$ cat src/rtl/vtg_pkg.sv
package vtg_pkg;

    typedef enum logic [1:0] {
        ST_IDLE  = 2'd0,
        ST_RUN   = 2'd1,
        ST_DRAIN = 2'd2
    } vtg_state_t;

endpackage

$ cat src/rtl/vtg_axis_cnt.sv
// One raster axis: counts 0..last, wrapping, and flags a compare match.
module vtg_axis_cnt #(
    parameter int W = 14
) (
    input  logic         clk,
    input  logic         rst_n,
    input  logic         clear,
    input  logic         step,
    input  logic [W-1:0] last,
    input  logic [W-1:0] cmp,
    output logic [W-1:0] cnt,
    output logic         match
);

    always_ff @(posedge clk or negedge rst_n) begin
        if (!rst_n) begin
            cnt <= '0;
        end else if (clear) begin
            cnt <= '0;
        end else if (step) begin
            cnt <= (cnt == last) ? '0 : cnt + 1'b1;
        end
    end

    assign match = (cnt == cmp);

endmodule

$ cat src/rtl/vtg_region.sv
// Decodes the position on one axis into visible and sync regions.
module vtg_region #(
    parameter int W  = 14,
    parameter int LW = 12
) (
    input  logic [W-1:0]  cnt,
    input  logic [LW-1:0] act_len,
    input  logic [LW-1:0] fp_len,
    input  logic [LW-1:0] sync_len,
    output logic          in_act,
    output logic          in_sync
);

    logic [W-1:0] sync_beg;
    logic [W-1:0] sync_end;

    always_comb begin
        sync_beg = W'(act_len) + W'(fp_len);
        sync_end = sync_beg + W'(sync_len);
        in_act   = (cnt < W'(act_len));
        in_sync  = (cnt >= sync_beg) && (cnt < sync_end);
    end

endmodule

$ cat src/rtl/vtg_ctrl.sv
// Run/stop controller: a cleared enable is honoured only at the frame edge.
module vtg_ctrl
    import vtg_pkg::*;
(
    input  logic       clk,
    input  logic       rst_n,
    input  logic       enable,
    input  logic       at_edge,
    output logic       start,
    output logic       keep,
    output logic       running,
    output vtg_state_t state
);

    vtg_state_t state_nx;

    always_ff @(posedge clk or negedge rst_n) begin
        if (!rst_n) begin
            state <= ST_IDLE;
        end else begin
            state <= state_nx;
        end
    end

    always_comb begin
        state_nx = state;
        unique case (state)
            ST_IDLE: begin
                if (enable) state_nx = ST_RUN;
            end
            ST_RUN: begin
                if (!enable) state_nx = ST_DRAIN;
            end
            ST_DRAIN: begin
                if (enable)       state_nx = ST_RUN;
                else if (at_edge) state_nx = ST_IDLE;
            end
            default: state_nx = ST_IDLE;
        endcase
    end

    always_comb begin
        start   = (state == ST_IDLE) && (state_nx == ST_RUN);
        running = (state != ST_IDLE);
        keep    = (state_nx != ST_IDLE);
    end

endmodule

$ cat src/rtl/vtg_fetch_track.sv
// Absolute pixel counter from vsync start, fetch trigger and frame counts.
module vtg_fetch_track #(
    parameter int PW = 24,
    parameter int FW = 16
) (
    input  logic          clk,
    input  logic          rst_n,
    input  logic          clear,
    input  logic          step,
    input  logic          vs_hit,
    input  logic          running,
    input  logic          fetch_en,
    input  logic [PW-1:0] fetch_pos,
    output logic          fetch_start,
    output logic [FW-1:0] frame_cnt,
    output logic [FW-1:0] frame_rpt
);

    logic [PW-1:0] pcnt;
    logic          pvalid;
    logic          fetched;

    always_comb begin
        fetch_start = running && pvalid && fetch_en && (pcnt == fetch_pos);
        frame_rpt   = frame_cnt + FW'(fetched && fetch_en && running);
    end

    always_ff @(posedge clk or negedge rst_n) begin
        if (!rst_n) begin
            pcnt      <= '0;
            pvalid    <= 1'b0;
            fetched   <= 1'b0;
            frame_cnt <= '0;
        end else if (clear) begin
            pcnt      <= '0;
            pvalid    <= 1'b0;
            fetched   <= 1'b0;
            frame_cnt <= '0;
        end else if (vs_hit) begin
            pcnt      <= PW'(1);
            pvalid    <= 1'b1;
            fetched   <= 1'b0;
            frame_cnt <= frame_cnt + 1'b1;
        end else begin
            if (step && pvalid) pcnt <= pcnt + 1'b1;
            if (fetch_start)    fetched <= 1'b1;
        end
    end

endmodule

$ cat src/rtl/video_timing_gen.sv
module video_timing_gen
    import vtg_pkg::*;
#(
    parameter int HW       = 12,
    parameter int VW       = 12,
    parameter int PW       = 24,
    parameter int FW       = 16,
    parameter int CW       = 8,
    parameter int FILL_RST = 255
) (
    input  logic          clk,
    input  logic          rst_n,
    input  logic          enable,
    input  logic [HW-1:0] cfg_h_active,
    input  logic [HW-1:0] cfg_h_front,
    input  logic [HW-1:0] cfg_h_sync,
    input  logic [HW-1:0] cfg_h_back,
    input  logic [VW-1:0] cfg_v_active,
    input  logic [VW-1:0] cfg_v_front,
    input  logic [VW-1:0] cfg_v_sync,
    input  logic [VW-1:0] cfg_v_back,
    input  logic          cfg_hs_low,
    input  logic          cfg_vs_low,
    input  logic          cfg_dsi,
    input  logic          cfg_fetch_en,
    input  logic [PW-1:0] cfg_fetch_pos,
    input  logic [CW-1:0] cfg_fill,
    input  logic [CW-1:0] pix_in,
    input  logic          pix_underflow,
    output logic          hsync,
    output logic          vsync,
    output logic          de,
    output logic          fetch_start,
    output logic [CW-1:0] pix_out,
    output logic [VW+1:0] line_cnt,
    output logic [FW-1:0] frame_cnt,
    output logic [FW-1:0] frame_cnt_rpt,
    output logic          running
);

    localparam int HTW = HW + 2;
    localparam int VTW = VW + 2;

    // settings captured at the start edge
    logic [HW-1:0] ha_q, hfp_q, hs_q, hbp_q;
    logic [VW-1:0] va_q, vfp_q, vs_q, vbp_q;
    logic          hs_low_q, vs_low_q, dsi_q, fe_q;
    logic [PW-1:0] fpos_q;
    logic [CW-1:0] fill_q;

    logic          start, keep;
    vtg_state_t    state;

    logic [HTW-1:0] h_last, hcnt;
    logic [VTW-1:0] v_last, v_pre_sync, vcnt;
    logic           h_end, v_at_pre;
    logic           h_in_act, h_in_sync, v_in_act, v_in_sync;
    logic           at_edge, vs_hit;
    logic           hs_pol, vs_pol;

    always_ff @(posedge clk or negedge rst_n) begin
        if (!rst_n) begin
            ha_q     <= '0;
            hfp_q    <= '0;
            hs_q     <= '0;
            hbp_q    <= '0;
            va_q     <= '0;
            vfp_q    <= '0;
            vs_q     <= '0;
            vbp_q    <= '0;
            hs_low_q <= 1'b0;
            vs_low_q <= 1'b0;
            dsi_q    <= 1'b0;
            fe_q     <= 1'b0;
            fpos_q   <= '0;
            fill_q   <= CW'(FILL_RST);
        end else if (start) begin
            ha_q     <= cfg_h_active;
            hfp_q    <= cfg_h_front;
            hs_q     <= cfg_h_sync;
            hbp_q    <= cfg_h_back;
            va_q     <= cfg_v_active;
            vfp_q    <= cfg_v_front;
            vs_q     <= cfg_v_sync;
            vbp_q    <= cfg_v_back;
            hs_low_q <= cfg_hs_low;
            vs_low_q <= cfg_vs_low;
            dsi_q    <= cfg_dsi;
            fe_q     <= cfg_fetch_en;
            fpos_q   <= cfg_fetch_pos;
            fill_q   <= cfg_fill;
        end
    end

    always_comb begin
        h_last     = HTW'(ha_q) + HTW'(hfp_q) + HTW'(hs_q) + HTW'(hbp_q) - HTW'(1);
        v_last     = VTW'(va_q) + VTW'(vfp_q) + VTW'(vs_q) + VTW'(vbp_q) - VTW'(1);
        v_pre_sync = VTW'(va_q) + VTW'(vfp_q) - VTW'(1);
        hs_pol     = hs_low_q & ~dsi_q;
        vs_pol     = vs_low_q & ~dsi_q;
    end

    vtg_ctrl u_ctrl (
        .clk     (clk),
        .rst_n   (rst_n),
        .enable  (enable),
        .at_edge (at_edge),
        .start   (start),
        .keep    (keep),
        .running (running),
        .state   (state)
    );

    vtg_axis_cnt #(.W(HTW)) u_hcnt (
        .clk   (clk),
        .rst_n (rst_n),
        .clear (start),
        .step  (running),
        .last  (h_last),
        .cmp   (h_last),
        .cnt   (hcnt),
        .match (h_end)
    );

    vtg_axis_cnt #(.W(VTW)) u_vcnt (
        .clk   (clk),
        .rst_n (rst_n),
        .clear (start),
        .step  (running && h_end),
        .last  (v_last),
        .cmp   (v_pre_sync),
        .cnt   (vcnt),
        .match (v_at_pre)
    );

    vtg_region #(.W(HTW), .LW(HW)) u_hreg (
        .cnt      (hcnt),
        .act_len  (ha_q),
        .fp_len   (hfp_q),
        .sync_len (hs_q),
        .in_act   (h_in_act),
        .in_sync  (h_in_sync)
    );

    vtg_region #(.W(VTW), .LW(VW)) u_vreg (
        .cnt      (vcnt),
        .act_len  (va_q),
        .fp_len   (vfp_q),
        .sync_len (vs_q),
        .in_act   (v_in_act),
        .in_sync  (v_in_sync)
    );

    // last pixel before the first vsync line: the frame edge
    always_comb begin
        at_edge = h_end && v_at_pre;
        vs_hit  = running && at_edge && keep;
    end

    vtg_fetch_track #(.PW(PW), .FW(FW)) u_track (
        .clk         (clk),
        .rst_n       (rst_n),
        .clear       (start),
        .step        (running),
        .vs_hit      (vs_hit),
        .running     (running),
        .fetch_en    (fe_q),
        .fetch_pos   (fpos_q),
        .fetch_start (fetch_start),
        .frame_cnt   (frame_cnt),
        .frame_rpt   (frame_cnt_rpt)
    );

    // output process
    always_comb begin
        de       = running && h_in_act && v_in_act;
        hsync    = (running && h_in_sync) ^ hs_pol;
        vsync    = (running && v_in_sync) ^ vs_pol;
        pix_out  = de ? (pix_underflow ? fill_q : pix_in) : '0;
        line_cnt = vcnt;
    end

endmodule

$ cat config.mk
export PLATFORM = sky130hd
export DESIGN_NAME = video_timing_gen
export DESIGN_NICKNAME = d
export VERILOG_FILES = /design/src/rtl/vtg_pkg.sv /design/src/rtl/vtg_axis_cnt.sv /design/src/rtl/vtg_region.sv /design/src/rtl/vtg_ctrl.sv /design/src/rtl/vtg_fetch_track.sv /design/src/rtl/video_timing_gen.sv
export SDC_FILE = /design/constraint.sdc
export NUM_CORES = 1
export LEC_CHECK = 0
export BUFFER_PORTS_ARGS = -buffer_cell sky130_fd_sc_hd__buf_4
export CAP_MARGIN = 10
export CELL_PAD_IN_SITES_DETAIL_PLACEMENT = 1
export CELL_PAD_IN_SITES_GLOBAL_PLACEMENT = 1
export CORE_MARGIN = 3
export CORE_UTILIZATION = 48
export CTS_BUF_LIST = sky130_fd_sc_hd__clkbuf_16
export DETAILED_ROUTE_END_ITERATION = 10
export PLACE_DENSITY = 0.84
export SYNTH_ARGS = -nofsm -noshare
export SYNTH_HDL_FRONTEND = slang
export SYNTH_SLANG_ARGS = --single-unit
$ cat constraint.sdc
create_clock -name clk -period 17.7 [get_ports clk]
set_input_delay 0.885 -clock clk [delete_from_list [all_inputs] [get_ports clk]]
set_output_delay 0.885 -clock clk [all_outputs]
set_load 0.02 [all_outputs]
* Word-level counts from Yosys, hierarchy flattened *
Cells that the tools add are included.

storage, ports and cells
  memories kept = 0
  bits in latches = 0
  bits in writable memories = 0
  memory bits (read-only) = 0
  word-level logic and storage cells = 100
  bits of input ports = 144
  flip-flop bits (word level) = 204
  output and inout bits = 59

operators by class
  bitwise operators = 5
  magnitude comparators = 6
  shift-type cells = 0
  reduce and logical (&&, ||, !) cells = 24
  eq/ne operators = 7
  multiply operators = 0
  add/sub/neg operators = 14
  mux-type cells = 23
  div/mod/pow operators = 0

operator list
  cell                                                 number
  two-way mux 14 bit                                   6
  two-way mux 24 bit                                   3
  adder 14 x 12 -> 14 bit                              4
  equality test 14 bit                                 3
  subtractor 14 x 1 -> 14 bit, second input constant   3
  two-way mux 16 bit                                   2
  adder 14 x 1 -> 14 bit, second input constant        2
  >= comparator 14 bit                                 2
  < comparator 14 x 12 -> 1 bit                        2
  < comparator 14 bit                                  2
  adder 12 x 12 -> 13 bit                              2
  adder 24 x 1 -> 24 bit, second input constant        1
  equality test 24 bit                                 1
  adder 16 x 1 -> 16 bit                               1
  adder 16 x 1 -> 16 bit, second input constant        1
  logical AND 1 bit                                    16
  two-way mux 8 bit                                    2
  nonzero test 2 bit                                   5
  two-way mux 2 bit                                    4
  one-hot mux 2 bit (3 select lines)                   1
  nonzero test 3 bit                                   2
  two-way mux 1 bit                                    5
  equality test 2 x 1 -> 1 bit, second input constant  2
  bitwise AND 1 bit                                    2
  4 further kinds                                      5

* Longest topological paths before layout *
Gate-level depths: netlist of the first run.

  depth in word-level cells = 13
  gate-level depth with buffers = 33
  mapped depth without buffers = 31

* Hierarchy *
Synthesis of the first run repeated with hierarchy kept, for this count alone.

unflattened totals
  cells, all modules = 1961
  area, all modules = 17808.3 µm²

by module, submodules not included
  module                cells an instance  sequential area each (µm²)  times used  area each (µm²)
  video_timing_gen      811                3313.2                      1           8269.2
  vtg_axis_cnt          148                350.3                       2           1327.5
  vtg_fetch_track       298                1051.0                      1           2631.3
  vtg_region at u_vreg  272                0.0                         1           2080.7
  vtg_region at u_hreg  273                0.0                         1           2069.5
  vtg_ctrl              11                 50.0                        1           102.6

* Worst setup path after synthesis of the first run *
Ideal clock, no wire load.

  kind = register to register
  start = register ha_q[1]
  end = register u_track.frame_cnt[12]
  path slack = 11289 ps
  setup time = 78 ps
  cell stages (with the launch flop) = 34
  buffers on the path = 2
  clock period less this slack = 6411 ps
  data required time = 17622 ps
  data arrival time = 6333 ps
  cell sequence = dfrtp_1 -> ha_1 -> a21o_1 -> a21oi_1 -> o21bai_1 -> a21oi_1 -> o21bai_1 -> a21oi_1 -> nor2b_1 -> o21a_1 -> nor2_1 -> xnor2_1 -> ha_1 -> and2_1 -> a22oi_1 -> o21a_1 -> nand2b_1 -> a21oi_1 -> xnor2_1 -> xnor2_1 -> ha_1 -> xnor2_1 -> nor3_1 -> a2111oi_0 -> a21oi_1 -> a21oi_1 -> nand4_1 -> a211o_1 -> a2111o_1 -> buf_6 -> or2_1 -> buf_6 -> or3_1 -> a21oi_1

on the way
  longest elaborated chain between the ends = 12
  elaborated cells between the ends (all ways) = 16
  those cells by class = 4 x add/sub; 2 x eq/ne; 4 x mux; 6 x reduce/logical

ends and longest elaborated chain
  element                                                                    RTL line                                 RTL
  start, declared                                                            video_timing_gen.sv:45                   logic [HW-1:0] ha_q, hfp_q, hs_q, hbp_q;
  start signal, assigned                                                     video_timing_gen.sv:78                   ha_q <= cfg_h_active;
  adder 12 x 12 -> 13 bit (*)                                                video_timing_gen.sv:96                   h_last = HTW'(ha_q) + HTW'(hfp_q) + HTW'(hs_q) + HTW'(hbp_q) - HTW'(1);
  adder 14 x 12 -> 14 bit (*)                                                --
  adder 14 x 12 -> 14 bit (*)                                                video_timing_gen.sv:96
  subtractor 14 x 1 -> 14 bit (*)                                            video_timing_gen.sv:96
  equality test 14 bit (*)                                                   vtg_axis_cnt.sv:25                       assign match = (cnt == cmp);
  logical AND 1 bit (*)                                                      video_timing_gen.sv:156                  at_edge = h_end && v_at_pre;
  two-way mux 2 bit                                                          vtg_ctrl.sv:36                           else if (at_edge) state_nx = ST_IDLE;
  two-way mux 2 bit                                                          vtg_ctrl.sv:35                           if (enable) state_nx = ST_RUN;
  one-hot mux 2 bit (3 select lines)                                         vtg_ctrl.sv:27                           unique case (state)
  equality test 2 x 1 -> 1 bit / nonzero test 2 bit (equally long branches)  vtg_ctrl.sv:43, vtg_ctrl.sv:45
  logical AND 1 bit (on tied branches)                                       vtg_ctrl.sv:43, video_timing_gen.sv:157
  two-way mux 16 bit / nonzero test 2 bit (equally long branches)            --
  end signal, assigned                                                       vtg_fetch_track.sv:43                    frame_cnt <= frame_cnt + 1'b1;
  end, declared                                                              vtg_fetch_track.sv:15                    output logic [FW-1:0] frame_cnt,

Every way passes the cells marked *; elsewhere a longest branch is shown, timed or not.
A chain may end at the register's enable or synchronous reset.

* Final worst setup path of the first run *
  start = register ha_q[1]
  end = register u_track.frame_cnt[14]

The elaborated chain is that of the path after synthesis.

==> flow_summary.yaml, run 1 <==
job:
  drv_cap: 0
timing:
  max_freq_mhz: 130
  fin_ws_ns: 10.03
  clock_skew_ns: 0.0164
  timing.hold.ws_ns: 0.361
  rsz0062_at_grt: "false"
  setup_tns_ns: 0
  worst_pin_slew_ns: 1.16
  drv_slew: 0
  min_period_ns: 7.67
  finalSetupViolations: 0
  timing.final.crit_share_pct: 43.3
  relSlewSlack_pct: 21.3
  hold_viol: 0
drt:
  vias_per_cell: 5.69
  drtIter0Drc: 580
  drc: 0
  wl_per_cell_microns: 19.4
  routed_wl_mm: 49.7
  drtAntennaViolNets: 0
  drt-pass1-iter-count: 5
  num_vias: 14600
die:
  die_y_microns: 188
  die-area_sq_um: 35300
  rows: 66
  start_util_pct: 48.7
  core_sq_um: 32600
  die_x_microns: 188
  top_level_ports: 203
grt:
  grt_pass1_vias: 15700
  grt_usage_pct: 27.8
  gr-total-overflow: 0
  grt_start_max_net_pins: 92
  antenna_found_initial: 0
  grt_pass1_wl_mm: 81.2
worst_hold_path:
  hp-class: "input pin to asynchronous set/reset pin"
setup_path:
  cp_max_fo: 19
  critPathRequiredTime_ns: 18.17
  cpMostUsedCell: "a21oi_1"
  setup.worst_path.class: "register to register"
  end_kind: "register"
  cp_data_arrival_time_ns: 8.14
  slowest_delay_ns: 0.80
  slowest_stage: "a2111o_1"
  critPathLaunchType: "register"
finish:
  layout_common_cells: "nand2_1 (382), buf_4 (210), dfrtp_1 (196)"
  antenna_cells: 0
  drive_gt1_share_pct: 13.1
  area_delta_synth_final_pct: 16.7
  final_common_cell: "nand2_1"
  nets: 2421
  final_area_sq_um: 18500
cts:
  ctsResizeCount: 0
  clkLatencyLatePin_ns: 0.57
  clock_sinks: 204
  clk_pin_slew_worst_paths_ns: 0.06
  root_buffer: "clkbuf_16"
  clk_path_buf_depth: 3
  cts_tree: "done"
  cts_buffers: 26
  ctsHoldBuffers: 0
  htree_levels: 1
  postCtsSetupBuffers: 0
pwr:
  power-per-cell-area_nw_per_um2: 198
  p_leak_nw: 9.26
  vdd_drop_max_uv: 138
  p_total_w: 0.00368
place:
  place_hpwl_mm: 37.0
  dpl-instance-area_sq_um: 17800
  numPortBuffers: 202
  place_ws_ns: 10.15
  gp_congestion: 0.846
yosys:
  yosys_warnings: 0
  synth-edff-count: 0
  synth_seq_area_share_pct: 32.2
  synth_seq_cells: 204
  synthArstFlopShare_pct: 100
  avgSynthCellArea_sq_um: 8.23
  syn_inst: 1931
  syn-num-nets: 2252
  ys.flop_type: "dfrtp_1"
  synth_cell_types: 87
  syn_area_sq_um: 15900
status:
  status: "finished clean"
==> kinds of logic (layout without fill, tap and decap cells) <==
group                      count (synthesis)  in the layout  synth area share [%]
muxes                                     14             14                 0.890
and+or+nand+nor                          787            787                  22.8
xor gates and xnor gates                 171            171                  9.74
DFF                                      204            204                  32.2
buffers and inverters                    213            401                  5.24
AOI/OAI and AO/OA                        364            364                  14.9
adders and majority gates                178            178                  14.3
==> layout make-up <==
| class | count | area, sq um |
|---|---|---|
| repair buffers | 211 | 1590 |
| flip-flops and latches | 204 | 5110 |
| inverters | 143 | 537 |
| fillers | 3999 | 14100 |
| clock inverters | 21 | 138 |
| well taps | 442 | 553 |
| clock buffers | 26 | 651 |
| multi-input cells | 1514 | 9960 |
==> registers in the layout (all words and copies together), names as in the netlist, 2 cells and up <==
name	cells
fpos_q	24
vs_q	12
vfp_q	12
u_hcnt.cnt	14
u_vcnt.cnt	14
fill_q	8
u_track.frame_cnt	16
va_q	12
hfp_q	12
hbp_q	12
hs_q	12
ha_q	12
u_ctrl.state	2
u_track.pcnt	24
vbp_q	12
==> worst max-delay path: cells and delay by family, from the launching register on <==
| kind | cells | cell delay [ns] |
|---|---|---|
| compound gates | 15 | 3.43 |
| xor+xnor | 4 | 0.92 |
| fa+ha+maj | 3 | 0.97 |
| flops | 1 | 0.39 |
| simple gates | 9 | 1.85 |
==> report_power, final <==
part	internal, W	leakage, nW	switching (W)
Combinational	0.00106	6.23	0.00154
Clock	0.000281	0.414	0.000221
Sequential	0.000528	2.62	0.0000502
Total	0.00187	9.26	0.00181
==> final timing paths <==
path                       slack, ns      start  cells after the start               endpoint
setup reg to reg               10.03    ha_q[1]                     31  u_track.frame_cnt[14]
max in group asynchronous      15.82      rst_n                      2        u_track.pcnt[7]
setup / recovery               10.03    ha_q[1]                     31  u_track.frame_cnt[14]
hold reg to reg                 0.46  fill_q[4]                      2              fill_q[4]
min in group clk                0.46  fill_q[4]                      2              fill_q[4]
hold / removal                  0.36      rst_n                      1               vfp_q[1]
==> per-stage QoR <==
step | instances | utilization (%)
after floorplan | 1931 | -
after global placement | 2514 | 54.4
after detailed placement | 2514 | 54.4
after CTS | 2561 | 56.9
after global routing | 2561 | 56.9
final | 2561 | 56.9
==> per-layer routing <==
layer	GRT usage (%)	routed length (microns)	vias to the layer above
met2	47.4	23800	277
met1	36.3	22100	7215
met3	4.94	2320	87
met4	7.82	1440	0
li1	-	-	6981
met5	0	0	-
==> cells in the mapped netlist, drive strengths merged (5+ instances only) <==
library cell  number  area share (%)
nand2            383             9.0
dfrtp            196              31
ha               171              13
inv              141             3.3
nor2             114             2.7
o21ai            113             3.6
xnor2            103             5.7
a21oi             72             2.3
xor2              65             3.6
clkbuf            64             1.5
nor3              59             1.9
nand3             52             1.6
a21o              40             1.9
and3              31             1.2
nand4             23            0.91
nor2b             23            0.91
nand2b            20            0.79
nor4              20            0.79
a211oi            18            0.91
mux2i             13            0.82
o21bai            13            0.61
or2               13            0.51
o211ai            12            0.60
or3               12            0.47
and2              11            0.43
o21a              11            0.52
a21boi             8            0.38
dfstp              8             1.3
a22oi              7            0.33
a31oi              7            0.28
o31ai              7            0.33
a2111oi            6            0.34
buf                6            0.34
fa                 6            0.76
nand4b             6            0.33
o2111ai            6            0.33
nor3b              5            0.27
o31a               5            0.28
o41ai              5            0.28
Note: power is estimated with default switching activity, not from simulation.
==> run 2: changes to the inputs <==
--- a/config.mk
+++ b/config.mk
@@ -10,10 +10,10 @@
 export CELL_PAD_IN_SITES_DETAIL_PLACEMENT = 1
 export CELL_PAD_IN_SITES_GLOBAL_PLACEMENT = 1
 export CORE_MARGIN = 3
-export CORE_UTILIZATION = 48
+export CORE_UTILIZATION = 40
 export CTS_BUF_LIST = sky130_fd_sc_hd__clkbuf_16
 export DETAILED_ROUTE_END_ITERATION = 10
-export PLACE_DENSITY = 0.84
+export PLACE_DENSITY = 0.74
 export SYNTH_ARGS = -nofsm -noshare
 export SYNTH_HDL_FRONTEND = slang
 export SYNTH_SLANG_ARGS = --single-unit
==> constraint.sdc (replaced) <==
create_clock -name clk -period 6.6 [get_ports clk]
set_input_delay 0.33 -clock clk [delete_from_list [all_inputs] [get_ports clk]]
set_output_delay 0.33 -clock clk [all_outputs]
set_load 0.02 [all_outputs]
==> flow_summary.yaml, run 2 (synthesized netlist as in run 1, its figures left out) <==
worst_hold_path:
  hp-class: "input pin to register"
pwr:
  power-per-cell-area_nw_per_um2: 512
  seq_power_share_pct: 14.9
  p_leak_nw: 9.99
  p_int_w: 0.00551
  clockPowerShare_pct: 14.2
  p_sw_w: 0.00494
  p_comb_share_pct: 71.0
  swShare_pct: 47.3
  vdd_drop_max_uv: 375
cts:
  root_buffer: "clkbuf_16"
  clk_path_buf_depth: 3
  clock_sinks: 204
  clkLatencyLatePin_ns: 0.55
  clk_pin_slew_worst_paths_ns: 0.06
  htree_levels: 1
  cts_buffers: 26
  cts_tree: "done"
status:
  status: "finished clean"
setup_path:
  cp.buffers_inverters: 2
  critPathRequiredTime_ns: 7.07
  critPathLaunchType: "register"
  slowest_stage: "a2111o_1"
  cp_data_arrival_time_ns: 7.07
  slowest_delay_ns: 0.54
  end_kind: "register"
  cpMostUsedCell: "ha_1"
  setup.worst_path.class: "register to register"
  critPathTopFamily: "simple AND/OR/NAND/NOR gates"
  cp_max_fo: 8
timing:
  finalSetupViolations: 0
  min_period_ns: 6.60
  fin_ws_ns: 0.00330
  max_freq_mhz: 152
  worst_pin_slew_ns: 1.34
  relSlewSlack_pct: 10.4
  rsz0062_at_grt: "true"
  clock_skew_ns: 0.0123
  drv_slew: 0
  timing.final.crit_share_pct: 100
  hold_viol: 0
drt:
  drtIter0Drc: 718
  routed_wl_mm: 51.7
  wl_per_cell_microns: 18.6
  num_vias: 15100
  drt-pass1-iter-count: 5
  drtAntennaViolNets: 0
  vias_per_cell: 5.41
  drc: 0
die:
  die_x_microns: 205
  rows: 72
  die_y_microns: 205
  core_sq_um: 38900
  top_level_ports: 203
  die-area_sq_um: 42200
  start_util_pct: 40.8
finish:
  drive_gt1_share_pct: 15.4
  instances_no_fill: 2786
  nets: 2564
  final_area_sq_um: 20400
  area_delta_synth_final_pct: 28.4
  final_common_cell: "nand2_1"
  layout_common_cells: "nand2_1 (381), buf_4 (230), dfrtp_1 (196)"
  reg_top3: "fpos_q: 24 flops, u_track.pcnt: 24 flops, u_track.frame_cnt: 16 flops"
grt:
  grt_pass1_wl_mm: 83.1
  grt_start_max_net_pins: 93
  grt_pass1_vias: 16000
  grt_usage_pct: 24.2
  gr-total-overflow: 0
  antenna_found_initial: 6
place:
  place_ws_ns: -0.322
  gp_congestion: 0.863
  dpl-instance-area_sq_um: 18000
  numPortBuffers: 202
  place_hpwl_mm: 37.1
  dp.cells: 2607
job:
  drv_cap: 0
-- run 2: cell count changes in the layout (fill, tap and decap cells not counted), sizes merged --
cell,before,now
diode,0,6
bufinv,1,4
clkinv,15,11
dlygate4sd3,0,120
buf,210,234
clkinvlp,0,2
inv,148,146
-- run 2: metal layers --
layer	vias up	global-route usage, %	share of wire [%]
met5	-	0	0
met4	0	6.64	2.4
met3	77	3.20	3.5
met2	262	42.1	49
met1	7478	31.6	45
li1	7261	-	-
-- run 2: final timing paths --
check                               from               endpoint  slack, ns  cells past startpoint
min in group asynchronous          rst_n               vfp_q[3]       0.40                      2
max                              ha_q[0]  u_track.frame_cnt[10]      0.003                     28
min reg2reg                    fill_q[1]              fill_q[1]       0.47                      2
max in group asynchronous          rst_n        u_track.pcnt[0]       4.67                      3
max reg2reg                      ha_q[0]  u_track.frame_cnt[10]      0.003                     28
min                        cfg_h_back[4]               hbp_q[4]       0.02                      3
-- run 2: worst min-delay path: stages --
cell and delay [ns]:
buf_4 0.08, nand2_1 0.04, o21ai_0 0.07
-- run 2: metrics by stage --
step           hold WS [ns]  setup TNS (ns)  total power (W)  util, %
2_1_floorplan        0.0344               0          0.00676        -
3_3_place_gp          0.409               0          0.00813     46.3
3_5_place_dp          0.413           -7.50          0.00843     46.3
4_1_cts             0.00118               0           0.0101     51.8
5_1_grt              0.0132           -9.95           0.0114     52.4
6_report             0.0179               0           0.0104     52.4
-- run 2: final cells by class --
cell class	instances	area, sq um
flip-flops and latches	204	5110
multi-input cells	1514	10200
inverters	143	537
clock inverters	20	199
fillers	4676	18500
clock buffers	27	676
well taps	518	648
diodes	6	15.0
repair buffers	354	2990
-- run 2: power by group through the flow --
| stage | Clock, W | Sequential [W] | Combinational, W |
|---|---|---|---|
| global placement | 0 | 0.00156 | 0.00657 |
| detailed placement | 0 | 0.00157 | 0.00686 |
| CTS | 0.00152 | 0.00155 | 0.00706 |
| floorplan | 0 | 0.00151 | 0.00524 |
| finish | 0.00148 | 0.00155 | 0.00741 |
| global route | 0.00157 | 0.00157 | 0.00828 |
-- run 2: timing repair --
item / 4_1_cts / 5_1_grt
endpoints found under the setup margin: 48 / 65
endpoints found under the hold margin: 209 / 0
gates resized for setup: 16 / 37
buffers inserted: 1 / 5
hold buffers: 120 / 0
pin swaps: 7 / 21
